$ cat config.mk
export PLATFORM = sky130hd
export DESIGN_NAME = haar_feature_mac
export DESIGN_NICKNAME = d
export VERILOG_FILES = /design/src/rtl/haar_mac_pkg.sv /design/src/rtl/haar_seq.sv /design/src/rtl/haar_wsel.sv /design/src/rtl/haar_acc.sv /design/src/rtl/haar_feature_mac.sv
export SDC_FILE = /design/constraint.sdc
export NUM_CORES = 1
export LEC_CHECK = 0
export ABC_AREA = 1
export BUFFER_PORTS_ARGS = -buffer_cell sky130_fd_sc_hd__buf_2
export CORE_ASPECT_RATIO = 1.25
export CORE_MARGIN = 2
export CORE_UTILIZATION = 55
export CTS_CLUSTER_DIAMETER = 120
export DETAILED_ROUTE_END_ITERATION = 10
export PLACE_DENSITY = 0.72
export REMOVE_ABC_BUFFERS = 1
export SLEW_MARGIN = 20
export SYNTH_ARGS = -nofsm -noshare
export SYNTH_HDL_FRONTEND = slang
export SYNTH_HIERARCHICAL = 1
export SYNTH_SLANG_ARGS = --single-unit
$ cat constraint.sdc
create_clock -name clk -period 7.41 [get_ports clk]
set_input_delay 1.1115 -clock clk [delete_from_list [all_inputs] [get_ports clk]]
set_output_delay 1.1115 -clock clk [all_outputs]
set_load 0.02 [all_outputs]
$ cat src/rtl/haar_mac_pkg.sv
package haar_mac_pkg;

    localparam int N_CORNER = 8;
    localparam int IDX_W    = $clog2(N_CORNER);

    typedef enum logic [IDX_W-1:0] {
        CRN_A, CRN_B, CRN_C, CRN_D, CRN_E, CRN_F, CRN_G, CRN_H
    } corner_e;

    // Weight selector: scaled picks coeff instead of unity, neg flips sign.
    typedef struct packed {
        logic neg;
        logic scaled;
    } wsel_t;

    // Upper index bit picks the rectangle; the two low bits decide the sign.
    function automatic wsel_t corner_sel(input int unsigned i);
        logic [IDX_W-1:0] b;
        wsel_t s;
        b        = IDX_W'(i);
        s.scaled = b[2];
        s.neg    = b[2] ^ ~(b[1] ^ b[0]);
        return s;
    endfunction

    function automatic int acc_width(input int data_w, input int coef_w);
        return data_w + coef_w + 2 + IDX_W;
    endfunction

endpackage

$ cat src/rtl/haar_seq.sv
module haar_seq
    import haar_mac_pkg::*;
#(
    parameter int ADDR_W = 10
) (
    input  logic                       clk,
    input  logic                       rst,
    input  logic                       start_i,
    input  logic [N_CORNER*ADDR_W-1:0] corner_addr_i,
    output logic [ADDR_W-1:0]          ram_addr_o,
    output logic                       ram_en_o,
    output logic                       go_o,
    output logic                       rd_vld_o,
    output corner_e                    rd_idx_o
);

    logic              iss_q;
    corner_e           idx_q;
    logic              busy;
    logic [ADDR_W-1:0] addr_q [N_CORNER];

    assign busy = iss_q | rd_vld_o;
    assign go_o = start_i & ~busy;

    generate
        for (genvar g = 0; g < N_CORNER; g++) begin : g_slot
            always_ff @(posedge clk) begin
                if (rst)       addr_q[g] <= '0;
                else if (go_o) addr_q[g] <= corner_addr_i[g*ADDR_W +: ADDR_W];
            end
        end
    endgenerate

    always_ff @(posedge clk) begin
        if (rst) begin
            iss_q    <= 1'b0;
            idx_q    <= CRN_A;
            rd_vld_o <= 1'b0;
            rd_idx_o <= CRN_A;
        end else begin
            rd_vld_o <= iss_q;
            rd_idx_o <= idx_q;
            if (go_o) begin
                iss_q <= 1'b1;
                idx_q <= CRN_A;
            end else if (iss_q) begin
                if (idx_q == CRN_H) iss_q <= 1'b0;
                idx_q <= corner_e'(idx_q + 1'b1);
            end
        end
    end

    assign ram_en_o   = iss_q;
    assign ram_addr_o = addr_q[idx_q];

    // slots are issued in ascending order on consecutive cycles
    p_order_r2: assert property (@(posedge clk) disable iff (rst)
        (iss_q && idx_q != CRN_H) |=> (iss_q && idx_q == corner_e'($past(idx_q) + 1'b1)));

    // issue stops after the last slot
    p_stop_r2: assert property (@(posedge clk) disable iff (rst)
        (iss_q && idx_q == CRN_H) |=> !iss_q);

    // a start while busy neither restarts the walk nor reloads addresses
    p_start_ignored_r6: assert property (@(posedge clk) disable iff (rst)
        (start_i && iss_q && idx_q != CRN_H) |=> (idx_q != CRN_A && $stable(addr_q[0])));

    // every issued read returns as a valid beat one cycle later
    p_rd_follow_r2: assert property (@(posedge clk) disable iff (rst)
        ram_en_o |=> rd_vld_o);

endmodule

$ cat src/rtl/haar_wsel.sv
module haar_wsel
    import haar_mac_pkg::*;
#(
    parameter int COEF_W = 16,
    parameter int FRAC_W = 12
) (
    input  corner_e                  idx_i,
    input  logic signed [COEF_W-1:0] coeff_i,
    output logic signed [COEF_W:0]   weight_o
);

    localparam int WW = COEF_W + 1;
    localparam logic signed [WW-1:0] UNITY =
        {{(WW-FRAC_W-1){1'b0}}, 1'b1, {FRAC_W{1'b0}}};

    logic signed [WW-1:0] cext;
    logic signed [WW-1:0] wt [N_CORNER];

    assign cext = {coeff_i[COEF_W-1], coeff_i};

    generate
        for (genvar g = 0; g < N_CORNER; g++) begin : g_wt
            localparam wsel_t S = corner_sel(g);
            if (S.scaled) begin : g_scl
                assign wt[g] = S.neg ? -cext : cext;
            end else begin : g_unit
                assign wt[g] = S.neg ? -UNITY : UNITY;
            end
        end
    endgenerate

    assign weight_o = wt[idx_i];

endmodule

$ cat src/rtl/haar_acc.sv
module haar_acc
    import haar_mac_pkg::*;
#(
    parameter int DATA_W = 18,
    parameter int COEF_W = 16,
    parameter int FRAC_W = 12,
    parameter int ACC_W  = acc_width(DATA_W, COEF_W)
) (
    input  logic                     clk,
    input  logic                     rst,
    input  logic                     go_i,
    input  logic signed [COEF_W-1:0] coeff_i,
    input  logic                     rd_vld_i,
    input  corner_e                  rd_idx_i,
    input  logic [DATA_W-1:0]        rd_data_i,
    output logic signed [ACC_W-1:0]  feat_o,
    output logic                     done_o
);

    localparam int PROD_W = DATA_W + 1 + COEF_W + 1;

    logic signed [COEF_W-1:0] coeff_q;
    logic signed [COEF_W:0]   weight;
    logic signed [PROD_W-1:0] prod;
    logic signed [ACC_W-1:0]  pext;
    logic signed [ACC_W-1:0]  acc_q;

    always_ff @(posedge clk) begin
        if (rst)       coeff_q <= '0;
        else if (go_i) coeff_q <= coeff_i;
    end

    haar_wsel #(
        .COEF_W (COEF_W),
        .FRAC_W (FRAC_W)
    ) u_wsel (
        .idx_i    (rd_idx_i),
        .coeff_i  (coeff_q),
        .weight_o (weight)
    );

    assign prod = $signed({1'b0, rd_data_i}) * weight;
    assign pext = {{(ACC_W-PROD_W){prod[PROD_W-1]}}, prod};

    always_ff @(posedge clk) begin
        if (rst) begin
            acc_q  <= '0;
            feat_o <= '0;
            done_o <= 1'b0;
        end else begin
            done_o <= 1'b0;
            if (go_i) begin
                acc_q <= '0;
            end else if (rd_vld_i) begin
                if (rd_idx_i == CRN_H) begin
                    feat_o <= acc_q + pext;
                    acc_q  <= '0;
                    done_o <= 1'b1;
                end else begin
                    acc_q <= acc_q + pext;
                end
            end
        end
    end

    // the strobe never lasts two cycles
    p_done_pulse_r4: assert property (@(posedge clk) disable iff (rst)
        done_o |=> !done_o);

    // the strobe follows the beat carrying the last corner
    p_done_src_r4: assert property (@(posedge clk) disable iff (rst)
        done_o |-> $past(rd_vld_i && rd_idx_i == CRN_H));

    // the result only moves with the strobe
    p_hold_r5: assert property (@(posedge clk) disable iff (rst)
        !done_o |-> $stable(feat_o));

    // the first corner of a feature meets an empty accumulator
    p_first_clear_r8: assert property (@(posedge clk) disable iff (rst)
        (rd_vld_i && rd_idx_i == CRN_A) |-> acc_q == '0);

    // the captured scale does not change during a feature
    p_coeff_held_r6: assert property (@(posedge clk) disable iff (rst)
        rd_vld_i |=> $stable(coeff_q));

endmodule

$ cat src/rtl/haar_feature_mac.sv
module haar_feature_mac
    import haar_mac_pkg::*;
#(
    parameter int ADDR_W = 10,
    parameter int DATA_W = 18,
    parameter int COEF_W = 16,
    parameter int FRAC_W = 12,
    parameter int ACC_W  = acc_width(DATA_W, COEF_W)
) (
    input  logic                       clk,
    input  logic                       rst,
    input  logic                       start,
    input  logic [N_CORNER*ADDR_W-1:0] corner_addr,
    input  logic signed [COEF_W-1:0]   coeff,
    output logic [ADDR_W-1:0]          ram_addr,
    output logic                       ram_en,
    input  logic [DATA_W-1:0]          ram_data,
    output logic signed [ACC_W-1:0]    feat_out,
    output logic                       done
);

    logic    go;
    logic    rd_vld;
    corner_e rd_idx;

    haar_seq #(
        .ADDR_W (ADDR_W)
    ) u_seq (
        .clk           (clk),
        .rst           (rst),
        .start_i       (start),
        .corner_addr_i (corner_addr),
        .ram_addr_o    (ram_addr),
        .ram_en_o      (ram_en),
        .go_o          (go),
        .rd_vld_o      (rd_vld),
        .rd_idx_o      (rd_idx)
    );

    haar_acc #(
        .DATA_W (DATA_W),
        .COEF_W (COEF_W),
        .FRAC_W (FRAC_W),
        .ACC_W  (ACC_W)
    ) u_acc (
        .clk       (clk),
        .rst       (rst),
        .go_i      (go),
        .coeff_i   (coeff),
        .rd_vld_i  (rd_vld),
        .rd_idx_i  (rd_idx),
        .rd_data_i (ram_data),
        .feat_o    (feat_out),
        .done_o    (done)
    );

    // nothing is read or reported without an accepted start
    p_idle_r1: assert property (@(posedge clk) disable iff (rst)
        (!ram_en && !rd_vld && !go) |=> !ram_en);

endmodule

Word-level counts from Yosys, hierarchy flattened

Memory sizes are Yosys's and may differ from the RTL's. A register that Yosys moved wholly into a read port is not among the register bits.
Index checks and enable logic that the tools add are counted.
W data, S select, Z words.

Bits in registers: 103
Memory bits (writable): 80
Bits of input ports: 117
Output and inout port bits: 51
Word-level logic and storage cells: 56
Memories kept: 1

Add/sub/neg operators: 3
$mul: 1
Magnitude comparators: 1
Equal/unequal tests: 2
Multiplexer cells: 23
Bitwise operators: 14
Reductions and logical operators: 3

Memories:

| name         | depth | width | read ports | clocked after memory_dff | wr ports | line           | text |
|---|---|---|---|---|---|---|---|
| u_seq.addr_q | 8     | 10    | 1          | 1                        | 8        | haar_seq.sv:20 | `logic [ADDR_W-1:0] addr_q [N_CORNER];` |

Operators with widths:

| operator              | count |
|---|---|
| $mux W10              | 8 |
| $bmux W17 S3          | 1 |
| $add A39 B36 Y39      | 1 |
| $mux W39              | 1 |
| $mul A19 B17 Y36      | 1 |
| $mux W17              | 2 |
| $neg A16 Y17          | 1 |
| $mux W1               | 9 |
| $or A1 B1 Y1          | 9 |
| $eq A3 B3 Y1 const B  | 2 |
| $mux W3               | 2 |
| $ge A4 B4 Y1 const B  | 1 |
| $not A3 Y4            | 1 |
| $add A3 B1 Y3 const B | 1 |
| $not A1 Y1            | 3 |
| $reduce_and A3 Y1     | 1 |
| $reduce_or A3 Y1      | 1 |
| $reduce_or A2 Y1      | 1 |
| $and A1 B1 Y1         | 1 |

Logic depth before layout (Yosys ltp)

Word-level depth: 7
Depth in mapped cells: 38
Mapped depth without buffers: 36

Modules after synthesis

Netlist, hierarchy kept.

By module, submodules not included:

| module    | instances | cells an instance | area an instance (um^2) | seq. area each (um^2) |
|---|---|---|---|---|
| haar_acc  | 1         | 2233              | 16134.2                 | 1901.8 |
| haar_seq  | 1         | 553               | 4561.9                  | 2622.5 |
| haar_wsel | 1         | 123               | 611.8                   | 0.0 |

Worst setup path before layout

OpenSTA, ideal clock, no wires.

Kind: input to register
From: input ram_data[13]
To: register u_acc.feat_o[36]
Library setup time: 0.109 ns
Data arrival time: 6.177 ns
Data required time: 7.301 ns
Slack: 1.124 ns
Stages on the path: 27
Path buffers: 2
Path through: clkbuf_1 clkbuf_1 nand2_1 fa_1 inv_1 fa_1 inv_1 fa_1 inv_1 fa_1 inv_1 fa_1 fa_1 inv_1 ha_1 nand2_2 inv_2 a21oi_2 inv_1 a21oi_1 nand2_2 nand2_1 nand3_1 nand2_1 nand2_1 nand2_1 inv_1

Longest elaborated chain between the ends: 2

RTL lines:

| what                 | line                   | text |
|---|---|---|
| from (decl)          | haar_feature_mac.sv:17 | `input logic [DATA_W-1:0] ram_data,` |
| $mul A19 B17 Y36     | haar_acc.sv:42         | `assign prod = $signed({1'b0, rd_data_i}) * weight;` |
| $add A39 B36 Y39     | haar_acc.sv:56         | `feat_o <= acc_q + pext;` |
| to (signal assigned) | haar_acc.sv:56         |  |
| to (decl)            | haar_acc.sv:16         | `output logic signed [ACC_W-1:0] feat_o,` |

No other way between the ends.
A chain may end at the register's enable or synchronous reset.

Worst setup path after layout

From: register u_seq.rd_idx_o[1]
To: register u_acc.acc_q[36]

Longest elaborated chain between the ends: 7
Elaborated cells between the ends (all ways): 8
Those cells by class: 1 x add/sub; 1 x mul; 1 x eq/ne; 4 x mux; 1 x bitwise

RTL lines:

| what                                        | line            | text |
|---|---|---|
| from (decl)                                 | haar_seq.sv:14  | `output corner_e rd_idx_o` |
| from (signal assigned)                      | haar_seq.sv:42  | `rd_idx_o <= idx_q;` |
| $not A3 Y4 (not written as such)            | haar_wsel.sv:32 | `assign weight_o = wt[idx_i];` |
| $bmux W17 S3                                | haar_wsel.sv:32 |  |
| $mux W17 (not written as such) (2 in a row) | haar_wsel.sv:32 |  |
| net u_acc.weight[13]                        | haar_acc.sv:23  | `logic signed [COEF_W:0] weight;` |
| $mul A19 B17 Y36                            | haar_acc.sv:42  |  |
| $add A39 B36 Y39                            | haar_acc.sv:60  | `acc_q <= acc_q + pext;` |
| $mux W39                                    | haar_acc.sv:55  | `if (rd_idx_i == CRN_H) begin` |
| to (signal assigned)                        | haar_acc.sv:60  |  |
| to (decl)                                   | haar_acc.sv:26  | `logic signed [ACC_W-1:0] acc_q;` |

The timed path passes the listed nets, and every way through them passes these cells. The select of a mux whose other input is x is not followed.

==> impl_metrics.py <==
metrics = {
    "clock_tree": {
        "cts_made_buffers": 17,
        "ctsHoldBuffers": 0,
        "cts_tree": "built",
        "htreeDepth": 4,
        "clk_latency_ps": 470,
        "clockRootBuffer": "clkbuf_16",
        "clock_path_buffers": 2,
        "post_cts_buffers": 0,
        "path_clk_slew_ps": 80,
        "ctsResizeCount": 0,
        "clock_sink_count": 186,
    },
    "synth": {
        "synth_most_common_cell": "inv_1",
        "synth_top_cell_area_share": 0.258,
        "yosysSeqAreaShare": 0.212,
        "ys_warn_count": 6,
        "ys_async_sr_fraction": 0,
        "synth_common_cells": "inv_1 (852), nand2_1 (705), fa_1 (275)",
        "synth.avg_cell_area_um2": 7.32,
        "synth_edf_count": 80,
        "syn_area_um2": 21300,
        "synth_cells": 2909,
        "synth.largest_area_cell": "fa_1",
        "ys_seq_elements": 186,
        "synth.area.top_cells": "fa_1 (26%), inv_1 (15%), nand2_1 (12%), edfxtp_1 (11%), dfxtp_1 (10%)",
        "ys_types": 40,
        "synth-main-ff-cell": "dfxtp_1",
    },
    "global_route": {
        "grt_pass1_wl_mm": 89.4,
        "grt_max_degree": 85,
        "grt_util_all_layers": 0.274,
        "gr-total-overflow": 0,
        "grt_pass1_vias": 18500,
        "antenna_found_initial": 0,
    },
    "critical_path": {
        "path_class": "reg -> reg",
        "cp.required_ps": 7800,
        "crit_arrival_ps": 7310,
        "crit_path_max_incr_delay_ps": 530,
        "cp_max_fo": 16,
        "critPathSlowestCell": "fa_1",
        "startpoint_type": "flip-flop",
        "cp-end-kind": "flip-flop",
    },
    "floorplanning": {
        "dieArea_um2": 40300,
        "num_io_pins": 168,
        "rows": 80,
        "start_util": 0.557,
        "die_w_um": 180,
        "die_h_um": 224,
        "core_area_um2": 38200,
    },
    "layout": {
        "n_antenna_cell": 0,
        "area_growth_pct": 8.26,
        "layout-drive-gt1-share": 0.106,
        "regArea_um2": 4520,
        "fillCellCount": 3547,
        "multi_input_area_um2": 13000,
        "final_nets": 3529,
    },
    "placement": {
        "port-buffer-count": 167,
        "pre_cts_ws_ps": 585,
        "post-dp-hpwl_mm": 42.3,
        "gp_congestion": 0.958,
    },
    "timing": {
        "layout_min_cycle_time_ps": 6930,
        "slew_violations": 0,
        "setup_ws_ps": 481,
        "relSlewSlack": 0.284,
        "tns_ps": 0,
        "hold_viol": 0,
        "finalCritPeriodShare": 0.935,
        "rsz0062_at_grt": "no",
        "worst_pin_slew_ps": 1070,
        "max_freq_mhz": 144,
        "skew_ps": 27.4,
        "finalSetupViolCount": 0,
    },
    "routing": {
        "firstDrtPassIters": 6,
        "drt_iter0_markers": 982,
        "drt_wl_total_mm": 52.8,
        "vias": 17400,
        "wl_per_cell_um": 15.1,
        "drtAntennaViolNets": 0,
        "drc": 0,
        "viasPerCell": 4.96,
    },
    "power": {
        "power_density_nw_per_um2": 286,
        "ir_worst_vdd_mv": 0.324,
        "power_leakage_nw": 13.7,
    },
    "min_path": {
        "min_path_type": "reg -> reg",
    },
    "status": {
        "status": "finished, final reports clean",
    },
    "flow_run": {
        "max_cap_violations": 0,
    },
}
[path summary, 6_finish.rpt]
path                                        start               to  slack [ps]  depth (start not counted)
worst max register to register  u_seq/rd_idx_o[1]  u_acc/acc_q[36]         480                         29
worst min register to register    u_acc/acc_q[20]  u_acc/acc_q[20]         470                          2
worst min-delay path              u_acc/acc_q[20]  u_acc/acc_q[20]         470                          2
worst max-delay path            u_seq/rd_idx_o[1]  u_acc/acc_q[36]         480                         29
[power by group]
group	internal [mW]	switching (mW)
Combinational	1.49	2.89
Sequential	1.16	0.0477
Clock	0.479	0.516
[cells in the final DEF, fill, tap and decap left out, types with 10 or more instances in the layout]
| cell | n |
|---|---|
| inv_1 | 851 |
| edfxtp_1 | 80 |
| xor2_1 | 16 |
| nand2_1 | 704 |
| nand2_2 | 27 |
| nand3_1 | 83 |
| nand4_1 | 10 |
| nor2_1 | 252 |
| buf_4 | 27 |
| fa_1 | 275 |
| nor2_2 | 27 |
| dfxtp_1 | 106 |
| o21ai_0 | 61 |
| a21oi_1 | 81 |
| nor3_1 | 10 |
| ha_1 | 138 |
| buf_2 | 167 |
| clkbuf_16 | 17 |
[state kept, by name, indices dropped and copies added, names as in the netlist, named ones only]
signal          flops
u_acc/acc_q        39
u_acc/coeff_q      16
u_acc/done_o        1
u_acc/feat_o       39
u_seq/addr_q       80
u_seq/idx_q         3
u_seq/ram_en_o      1
u_seq/rd_idx_o      3
u_seq/rd_vld_o      1
[per-stage QoR]
stage / area [um2] / cells / utilization / hold WS (ps) / total power, mW
after floorplan: 20700 / 2786 / - / 429 / 4.35
after global placement: 22400 / 3472 / 0.586 / 449 / 5.54
after detailed placement: 22400 / 3472 / 0.586 / 462 / 5.57
after CTS: 23100 / 3504 / 0.603 / 475 / 6.62
after global routing: 23100 / 3504 / 0.603 / 494 / 7.27
final: 23100 / 3504 / 0.603 / 473 / 6.59
[critical path: cells and delay by family (launching register included)]
kind                       cells  cell delay, ps
adders and majority gates      7            3280
and+or+nand+nor               10            1540
AOI/OAI and AO/OA              5            1050
buffers and inverters          7             610
DFF                            1             360
[per-layer routing]
metal / track usage / wire (um)
met1: 0.336 / 21900
met2: 0.501 / 26700
met5: 0 / 0
met3: 0.0426 / 2810
met4: 0.0791 / 1300
[kinds of logic (layout without fill, tap and decap cells)]
kind of cell | after synthesis | count (layout) | synth area share
compound gates | 167 | 167 | 0.0419
xor+xnor | 20 | 20 | 0.00822
fa+ha+maj | 413 | 413 | 0.339
buf+inv | 982 | 1085 | 0.178
flops | 186 | 186 | 0.212
simple gates | 1141 | 1141 | 0.221
[cell type report]
cell class | count | share of cell area
timing repair buffer | 194 | 0.0450
clock inverter | 15 | 0.00976
clock buffer | 17 | 0.0184
sequential | 186 | 0.196
tap | 492 | 0.0267
inverter | 859 | 0.140
multi-input combinational | 1741 | 0.564
No activity file was read; power rests on OpenSTA's default activity.
